File: config.mk
export PLATFORM = sky130hd
export DESIGN_NAME = uart_rx_status_fifo
export DESIGN_NICKNAME = d
export VERILOG_FILES = /design/src/rtl/uart_rx_pkg.sv /design/src/rtl/uart_rx_sync.sv /design/src/rtl/uart_rx_framer.sv /design/src/rtl/uart_rx_fifo.sv /design/src/rtl/uart_rx_status_fifo.sv
export SDC_FILE = /design/constraint.sdc
export NUM_CORES = 1
export LEC_CHECK = 0
export CELL_PAD_IN_SITES_DETAIL_PLACEMENT = 0
export CELL_PAD_IN_SITES_GLOBAL_PLACEMENT = 2
export CORE_AREA = 2 2 126 128
export DETAILED_ROUTE_END_ITERATION = 12
export DIE_AREA = 0 0 128 130
export GPL_ROUTABILITY_DRIVEN = 0
export PLACE_DENSITY = 0.53
export REMOVE_ABC_BUFFERS = 1
export SLEW_MARGIN = 20
export SYNTH_ARGS = -nofsm -noshare
export SYNTH_HDL_FRONTEND = slang
export SYNTH_HIERARCHICAL = 1
export SYNTH_SLANG_ARGS = --single-unit
File: constraint.sdc
create_clock -name clk -period 4.3 [get_ports clk]
set_clock_uncertainty 0.05 [all_clocks]
set_input_delay 0.86 -clock clk [delete_from_list [all_inputs] [get_ports clk]]
set_output_delay 0.86 -clock clk [all_outputs]
set_load 0.005 [all_outputs]
File: src/rtl/uart_rx_pkg.sv
package uart_rx_pkg;
    localparam int DATA_W  = 8;
    localparam int FLAG_W  = 3;              // flags produced by the framer
    localparam int ENTRY_W = DATA_W + FLAG_W + 1;
    localparam int FL_FRAME  = 0;
    localparam int FL_PARITY = 1;
    localparam int FL_BREAK  = 2;

    typedef enum logic [2:0] {
        ST_WAIT_HIGH,
        ST_IDLE,
        ST_START,
        ST_DATA,
        ST_PARITY,
        ST_STOP
    } rx_state_t;
endpackage

File: src/rtl/uart_rx_sync.sv
module uart_rx_sync #(
    parameter int STAGES = 2
) (
    input  logic clk,
    input  logic rst_n,
    input  logic d,
    output logic q
);
    logic [STAGES-1:0] chain;

    generate
        if (STAGES == 1) begin : g_single
            always_ff @(posedge clk) begin
                if (!rst_n) chain <= '1;
                else        chain <= d;
            end
        end else begin : g_multi
            always_ff @(posedge clk) begin
                if (!rst_n) chain <= '1;
                else        chain <= {chain[STAGES-2:0], d};
            end
        end
    endgenerate

    assign q = chain[STAGES-1];
endmodule

File: src/rtl/uart_rx_framer.sv
module uart_rx_framer
    import uart_rx_pkg::*;
(
    input  logic              clk,
    input  logic              rst_n,
    input  logic              tick,
    input  logic              rx,
    input  logic              os_8x,
    input  logic [1:0]        char_len,
    input  logic              par_en,
    input  logic              par_odd,
    output logic              push,
    output logic [DATA_W-1:0] push_data,
    output logic [FLAG_W-1:0] push_flags
);
    rx_state_t         state, state_n;
    logic [3:0]        sub;        // ticks already spent in the current bit
    logic [2:0]        bit_idx;
    logic [DATA_W-1:0] shreg;
    logic              par_bit;

    logic [3:0] mid_cnt, end_cnt;
    logic [2:0] last_bit;
    logic       at_mid, at_end;

    assign mid_cnt  = os_8x ? 4'd3 : 4'd7;
    assign end_cnt  = os_8x ? 4'd7 : 4'd15;
    assign last_bit = {1'b1, char_len};      // 4 + char_len
    assign at_mid   = (sub == mid_cnt);
    assign at_end   = (sub == end_cnt);

    // next-state logic
    always_comb begin
        state_n = state;
        if (tick) begin
            unique case (state)
                ST_WAIT_HIGH: if (rx) state_n = ST_IDLE;
                ST_IDLE:      if (!rx) state_n = ST_START;
                ST_START: begin
                    if (at_mid && rx)  state_n = ST_IDLE;
                    else if (at_end)   state_n = ST_DATA;
                end
                ST_DATA: begin
                    if (at_end && bit_idx == last_bit)
                        state_n = par_en ? ST_PARITY : ST_STOP;
                end
                ST_PARITY:    if (at_end) state_n = ST_STOP;
                ST_STOP:      if (at_mid) state_n = rx ? ST_IDLE : ST_WAIT_HIGH;
                default:      state_n = ST_WAIT_HIGH;
            endcase
        end
    end

    // state register
    always_ff @(posedge clk) begin
        if (!rst_n) state <= ST_WAIT_HIGH;
        else        state <= state_n;
    end

    // counters, capture and outputs
    always_ff @(posedge clk) begin
        if (!rst_n) begin
            sub        <= 4'd1;
            bit_idx    <= '0;
            shreg      <= '0;
            par_bit    <= 1'b0;
            push       <= 1'b0;
            push_data  <= '0;
            push_flags <= '0;
        end else begin
            push <= 1'b0;
            if (tick) begin
                unique case (state)
                    ST_WAIT_HIGH: sub <= 4'd1;
                    ST_IDLE: begin
                        sub     <= 4'd1;
                        bit_idx <= '0;
                        shreg   <= '0;
                    end
                    ST_START: sub <= at_end ? 4'd0 : sub + 4'd1;
                    ST_DATA: begin
                        sub <= at_end ? 4'd0 : sub + 4'd1;
                        if (at_mid) shreg[bit_idx] <= rx;
                        if (at_end) bit_idx <= bit_idx + 3'd1;
                    end
                    ST_PARITY: begin
                        sub <= at_end ? 4'd0 : sub + 4'd1;
                        if (at_mid) par_bit <= rx;
                    end
                    ST_STOP: begin
                        sub <= sub + 4'd1;
                        if (at_mid) begin
                            push                  <= 1'b1;
                            push_data             <= shreg;
                            push_flags[FL_FRAME]  <= !rx;
                            push_flags[FL_PARITY] <= par_en & (^shreg ^ par_bit ^ par_odd);
                            push_flags[FL_BREAK]  <= !rx && (shreg == '0);
                        end
                    end
                    default: sub <= 4'd1;
                endcase
            end
        end
    end

    p_push_from_stop_r6: assert property (@(posedge clk) disable iff (!rst_n)
        push |-> ($past(state) == ST_STOP && $past(tick)));
    p_break_sets_frame_r7: assert property (@(posedge clk) disable iff (!rst_n)
        (push && push_flags[FL_BREAK]) |-> push_flags[FL_FRAME]);
    p_hold_low_line_r7: assert property (@(posedge clk) disable iff (!rst_n)
        (state == ST_WAIT_HIGH && !rx) |=> state == ST_WAIT_HIGH);
    p_sub_in_bit_r4: assert property (@(posedge clk) disable iff (!rst_n)
        sub <= end_cnt);
endmodule

File: src/rtl/uart_rx_fifo.sv
module uart_rx_fifo
    import uart_rx_pkg::*;
#(
    parameter int DEPTH = 4
) (
    input  logic               clk,
    input  logic               rst_n,
    input  logic               wr,
    input  logic [DATA_W-1:0]  wr_data,
    input  logic [FLAG_W-1:0]  wr_flags,
    input  logic               rd,
    output logic [ENTRY_W-1:0] head,
    output logic               empty,
    output logic               full
);
    localparam int AW = $clog2(DEPTH);
    localparam int CW = $clog2(DEPTH + 1);

    logic [DATA_W-1:0] dmem [DEPTH];
    logic [FLAG_W-1:0] fmem [DEPTH];
    logic [DEPTH-1:0]  ovr;
    logic [AW-1:0]     wr_ptr, rd_ptr, newest;
    logic [CW-1:0]     count;
    logic              do_pop, do_push, lost;

    assign empty   = (count == '0);
    assign full    = (count == CW'(DEPTH));
    assign do_pop  = rd && !empty;
    assign do_push = wr && (!full || do_pop);
    assign lost    = wr && full && !do_pop;
    assign newest  = wr_ptr - 1'b1;
    assign head    = {ovr[rd_ptr], fmem[rd_ptr], dmem[rd_ptr]};

    always_ff @(posedge clk) begin
        if (!rst_n) begin
            wr_ptr <= '0;
            rd_ptr <= '0;
            count  <= '0;
            ovr    <= '0;
        end else begin
            if (do_push) begin
                dmem[wr_ptr] <= wr_data;
                fmem[wr_ptr] <= wr_flags;
                ovr[wr_ptr]  <= 1'b0;
                wr_ptr       <= wr_ptr + 1'b1;
            end
            if (lost) ovr[newest] <= 1'b1;
            if (do_pop) rd_ptr <= rd_ptr + 1'b1;
            if (do_push && !do_pop)      count <= count + 1'b1;
            else if (do_pop && !do_push) count <= count - 1'b1;
        end
    end

    p_no_overflow_r8: assert property (@(posedge clk) disable iff (!rst_n)
        (full && wr && !rd) |=> (full && count == $past(count)));
    p_flags_exclusive_r9: assert property (@(posedge clk) disable iff (!rst_n)
        !(full && empty));
    p_pop_shrinks_r9: assert property (@(posedge clk) disable iff (!rst_n)
        (rd && !empty && !wr) |=> count == $past(count) - 1'b1);
    p_push_from_empty_r9: assert property (@(posedge clk) disable iff (!rst_n)
        (empty && wr) |=> !empty);
endmodule

File: src/rtl/uart_rx_status_fifo.sv
module uart_rx_status_fifo
    import uart_rx_pkg::*;
#(
    parameter int FIFO_DEPTH  = 4,
    parameter int SYNC_STAGES = 2
) (
    input  logic               clk,
    input  logic               rst_n,
    input  logic               rx_in,
    input  logic               os_tick,
    input  logic               os_8x,
    input  logic [1:0]         char_len,
    input  logic               par_en,
    input  logic               par_odd,
    input  logic               rd_en,
    output logic [ENTRY_W-1:0] rd_data,
    output logic               rx_empty,
    output logic               rx_full
);
    logic              rx_s;
    logic              push;
    logic [DATA_W-1:0] push_data;
    logic [FLAG_W-1:0] push_flags;

    uart_rx_sync #(.STAGES(SYNC_STAGES)) u_sync (
        .clk(clk), .rst_n(rst_n), .d(rx_in), .q(rx_s)
    );

    uart_rx_framer u_framer (
        .clk(clk), .rst_n(rst_n), .tick(os_tick), .rx(rx_s),
        .os_8x(os_8x), .char_len(char_len), .par_en(par_en), .par_odd(par_odd),
        .push(push), .push_data(push_data), .push_flags(push_flags)
    );

    uart_rx_fifo #(.DEPTH(FIFO_DEPTH)) u_fifo (
        .clk(clk), .rst_n(rst_n), .wr(push), .wr_data(push_data),
        .wr_flags(push_flags), .rd(rd_en), .head(rd_data),
        .empty(rx_empty), .full(rx_full)
    );

    p_reset_empty_r1: assert property (@(posedge clk)
        $past(!rst_n) |-> (rx_empty && !rx_full));
endmodule

# Yosys cells after proc, flatten, opt, wreduce, memory -nomap -nowiden
# Memories as Yosys holds them, arrays and structs flattened. A register that Yosys moved wholly into a read port is not among the register bits.
# Cells that the tools add are included.
# totals
regBits	44
ramBits	44
elab_cells	123
memories	2
# memory_table
name	words	word_bits	read_ports	rd_clocked_by_memory_dff	write_ports	line_no	source
u_fifo.dmem	4	8	1	1	1	uart_rx_fifo.sv:19	logic [DATA_W-1:0] dmem [DEPTH];
u_fifo.fmem	4	3	1	1	1	uart_rx_fifo.sv:20	logic [FLAG_W-1:0] fmem [DEPTH];
# classes
addsub	7
n_lt_le_gt_ge	7
eq_ne	17
muxes	40
bitwise	6
n_reduce_logical	31
# ops
cell	n
3-bit two-way mux	11
4-bit two-way mux	5
3-bit case mux with 6 select lines	1
8-bit case mux with 2 select lines	1
3-bit AND reduction	5
1-bit logical AND	12
1-bit two-way mux	10
2-bit by 1-bit != test with 1-bit output, second input constant	5
3-bit == test, second input constant	3
2-bit by 3-bit less-than comparator with 1-bit output, second input constant	3
8-bit bitwise mux	1
4-bit == test	2
8-bit logical NOT	1
2-bit two-way mux	4
8-bit two-way mux	1
4-bit case mux with 2 select lines	1
8-bit parity	1
7-bit AND reduction	1
3-bit by 1-bit adder with 3-bit output, second input constant	2
3-bit by 2-bit == test with 1-bit output, second input constant	2
3-bit logical NOT	2
3-bit case mux with 2 select lines	1
1-bit logical NOT	5
2-bit by 1-bit adder with 2-bit output, second input constant	2
21 further kinds	26

# Logic depth before layout (Yosys ltp)
# depth
depth_word	10
depth_mapped	9

# Modules after synthesis
# Netlist, hierarchy kept.
# modules_own_cells
module	n_inst	cells_each	area_per_inst_um2
uart_rx_fifo	1	129	2280.9
uart_rx_framer	1	200	1729.2
uart_rx_sync	1	4	52.6

# Least setup slack after synthesis
# OpenSTA, ideal clock, no wires.
# synth_path
kind	input -> register
start	in rd_en
end	reg u_fifo.count[2]
t_arrival_ns	2.297
t_required_ns	4.174
path_slack_ns	1.877
path_stages	9
cell_sequence	nor4b_4 > nor2b_2 > buf_6 > ha_1 > inv_1 > fa_1 > xor2_1 > or3_1 > a21boi_0
# synth_between
elab_chain_len	6
# synth_lines
element	line_no	source
from (decl)	uart_rx_status_fifo.sv:15	input logic rd_en,
1-bit logical AND *	uart_rx_fifo.sv:28	assign do_pop = rd && !empty;
1-bit logical OR	uart_rx_fifo.sv:29	assign do_push = wr && (!full || do_pop);
1-bit logical AND	uart_rx_fifo.sv:29	
1-bit logical NOT	uart_rx_fifo.sv:50	else if (do_pop && !do_push) count <= count - 1'b1;
1-bit logical AND	uart_rx_fifo.sv:50	
2-bit nonzero test (no line)	--	
to (signal assigned)	uart_rx_fifo.sv:49	if (do_push && !do_pop) count <= count + 1'b1;
to (signal assigned)	uart_rx_fifo.sv:50	
to (decl)	uart_rx_fifo.sv:23	logic [CW-1:0] count;
# Every way passes the cells marked *; elsewhere a longest branch is shown, timed or not.
# A chain may end at the register's enable or synchronous reset.

==> metrics.yaml <==
status:
  status: "finished clean"
timing:
  slew_viol_final: 0
  slew_headroom_pct: 47.6
  finalSetupViolCount: 0
  rsz0062_at_grt: "false"
  tns_ns: 0
  max_freq_mhz: 317
  period_share_pct: 73.3
  min_period_ns: 3.15
  hold_violations: 0
  hold_slack_ns: 0.359
  tightest_slew_ns: 0.785
die:
  initial_core_util_pct: 26.3
  core_um2: 15400
  die_h_um: 130
  row_count: 46
  die_area_um2: 16600
  die_w_um: 128
  num_io_pins: 24
cts:
  clk_latency_ns: 0.34
  cts_tree: "done"
  cts_root_buffer: "clkbuf_16"
  post-cts-setup-buffer-count: 0
  cts_inserted_buffers: 9
  cts_hold_buf: 0
  htreeDepth: 3
  postCtsResizedCells: 0
  cts_buffer_depth: 2
  clock-sinks: 90
  clkSlewWorstSetupHoldPaths_ns: 0.07
global_routing:
  grt_pass1_vias: 2458
  grt_usage_pct: 11.1
  grt_pass1_wl_um: 14000
  antenna_found_initial: 0
  grt_max_degree: 20
  grt_overflow: 0
final_layout:
  syn_to_final_growth_pct: 16.2
  drive_gt1_share_pct: 10.7
  diodes: 0
  stdcell_count: 547
  nFillCells: 1576
  nets: 372
  final_common_cell: "dfxtp_1"
  layout_common_cells: "46 x dfxtp_1, 44 x edfxtp_1, 26 x nor2_1"
  stdcell_area_um2: 4720
detailed_routing:
  drt_iter0_markers: 153
  drc: 0
  wire_per_inst_um: 15.5
  viasPerCell: 4.59
  ant_nets: 0
  firstDrtPassIters: 4
  vias: 2510
  wirelength_um: 8460
place:
  hpwl_um: 5680
  portBuffers: 23
  detailed_place.area_um2: 4440
  dpl.cell_count: 531
synthesis:
  ys_ff_latch: 90
  avgSynthCellArea_um2: 12.2
  ys_seq_area_share_pct: 55.2
  synth_cell_types: 52
  synth_warnings: 6
  synthCells: 333
  synth_edf_count: 44
  synthFlopType: "dfxtp_1"
  async_flop_share_pct: 0
  synth_area_um2: 4060
critical_path:
  worstSetupStartpointType: "register"
  worstSetupEndpointType: "output port"
  required_ns: 3.39
  crit_fanout: 11
  arrival_ns: 2.24
  worst-setup-path-type: "register to output port"
power:
  powerDensity_nw_per_um2: 374
  peakVddDrop_mv: 0.175
  p_leak_nw: 1.67
  power_mw: 1.77
job:
  drv_cap: 0
worst_hold_path:
  holdCritPathClass: "register to register"
==> worst max-delay path, stage by stage (launching register included) <==
cell and delay (ns):
dfxtp_1 0.83, mux4_2 0.60, clkdlybuf4s50_1 0.47
==> path summary, 6_finish.rpt <==
| path | startpoint | endpoint | slack [ns] | cells past startpoint |
|---|---|---|---|---|
| worst max-delay path | register | rd_data[6] | 1.15 | 2 |
| worst min register to register | u_sync/chain[0] | u_sync/chain[1] | 0.36 | 1 |
| worst min-delay path | u_sync/chain[0] | u_sync/chain[1] | 0.36 | 1 |
| worst max register to register | u_fifo/count[0] | u_fifo/count[2] | 1.91 | 8 |
==> Yosys cell counts (3+ instances only) <==
cell | count | area [um2]
nand2_1 | 23 | 86.3
clkbuf_1 | 12 | 45.0
nand2b_1 | 6 | 37.5
mux4_2 | 12 | 270
and2_1 | 4 | 25.0
o211ai_1 | 6 | 45.0
nor2_1 | 26 | 97.6
and3_1 | 5 | 31.3
xor2_1 | 6 | 52.6
edfxtp_1 | 44 | 1320
a21oi_1 | 13 | 65.1
nor3_1 | 4 | 20.0
dfxtp_1 | 46 | 921
ha_1 | 11 | 138
nand3b_1 | 3 | 22.5
nor2b_1 | 6 | 37.5
inv_1 | 15 | 56.3
mux2i_1 | 20 | 200
a32o_1 | 5 | 50.1
xnor2_1 | 9 | 78.8
nand4_1 | 3 | 18.8
o2bb2ai_1 | 4 | 35.0
o21ai_0 | 14 | 70.1
==> registers in the layout (all words and copies together), names as in the netlist, named ones only <==
| register | count |
|---|---|
| u_sync/chain | 2 |
| u_framer/push | 1 |
| u_fifo/wr_ptr | 2 |
| u_framer/state | 3 |
| u_framer/bit_idx | 3 |
| u_fifo/rd_ptr | 2 |
| u_fifo/ovr | 4 |
| u_framer/par_bit | 1 |
| u_fifo/fmem | 12 |
| u_framer/push_data | 8 |
| u_framer/push_flags | 3 |
| u_framer/shreg | 8 |
| u_framer/sub | 4 |
| u_fifo/count | 3 |
| u_fifo/dmem | 32 |
==> stage by stage <==
| stage | setup slack (ns) | util (%) |
|---|---|---|
| final | 1.15 | 30.6 |
| after global routing | 0.962 | 30.6 |
| after CTS | 1.05 | 30.6 |
| after detailed placement | 1.06 | 28.8 |
| after global placement | 1.13 | 28.8 |
| after floorplan | 1.83 | - |
==> cells by family (layout without fill, tap and decap cells) <==
group	after synthesis	after routing	share of synthesized area, %
flip-flops	90	90	55.2
AO/OA/AOI/OAI	54	54	8.99
buffers and inverters	35	57	4.25
XOR/XNOR	15	15	3.23
multiplexers	32	32	11.6
AND/OR/NAND/NOR	95	95	12.9
adder cells (fa/ha/maj)	12	12	3.88
==> power breakdown <==
part           leakage, nW  total [mW]  switching [mW]  internal (mW)
Sequential           0.883       0.914          0.0178          0.896
Clock                0.139       0.766           0.364          0.402
Combinational        0.643      0.0856          0.0483         0.0373
==> final cells by class <==
class	instances	area [um2]	share of cell area [%]
clock inverter	7	58.8	1.25
sequential	90	2240	47.5
multi-input combinational	208	1650	34.9
inverter	16	60.1	1.27
clock buffer	9	225	4.77
timing repair buffer	25	245	5.20
tap	192	240	5.09
==> metal layers <==
metal	track usage, %	vias up	wire length [um]
li1	-	1256	-
met1	14.6	1213	4200
met3	2.13	13	184
met5	0	-	0
met4	6.01	0	194
met2	17.4	28	3880
Power figures use the tool's default switching activity.
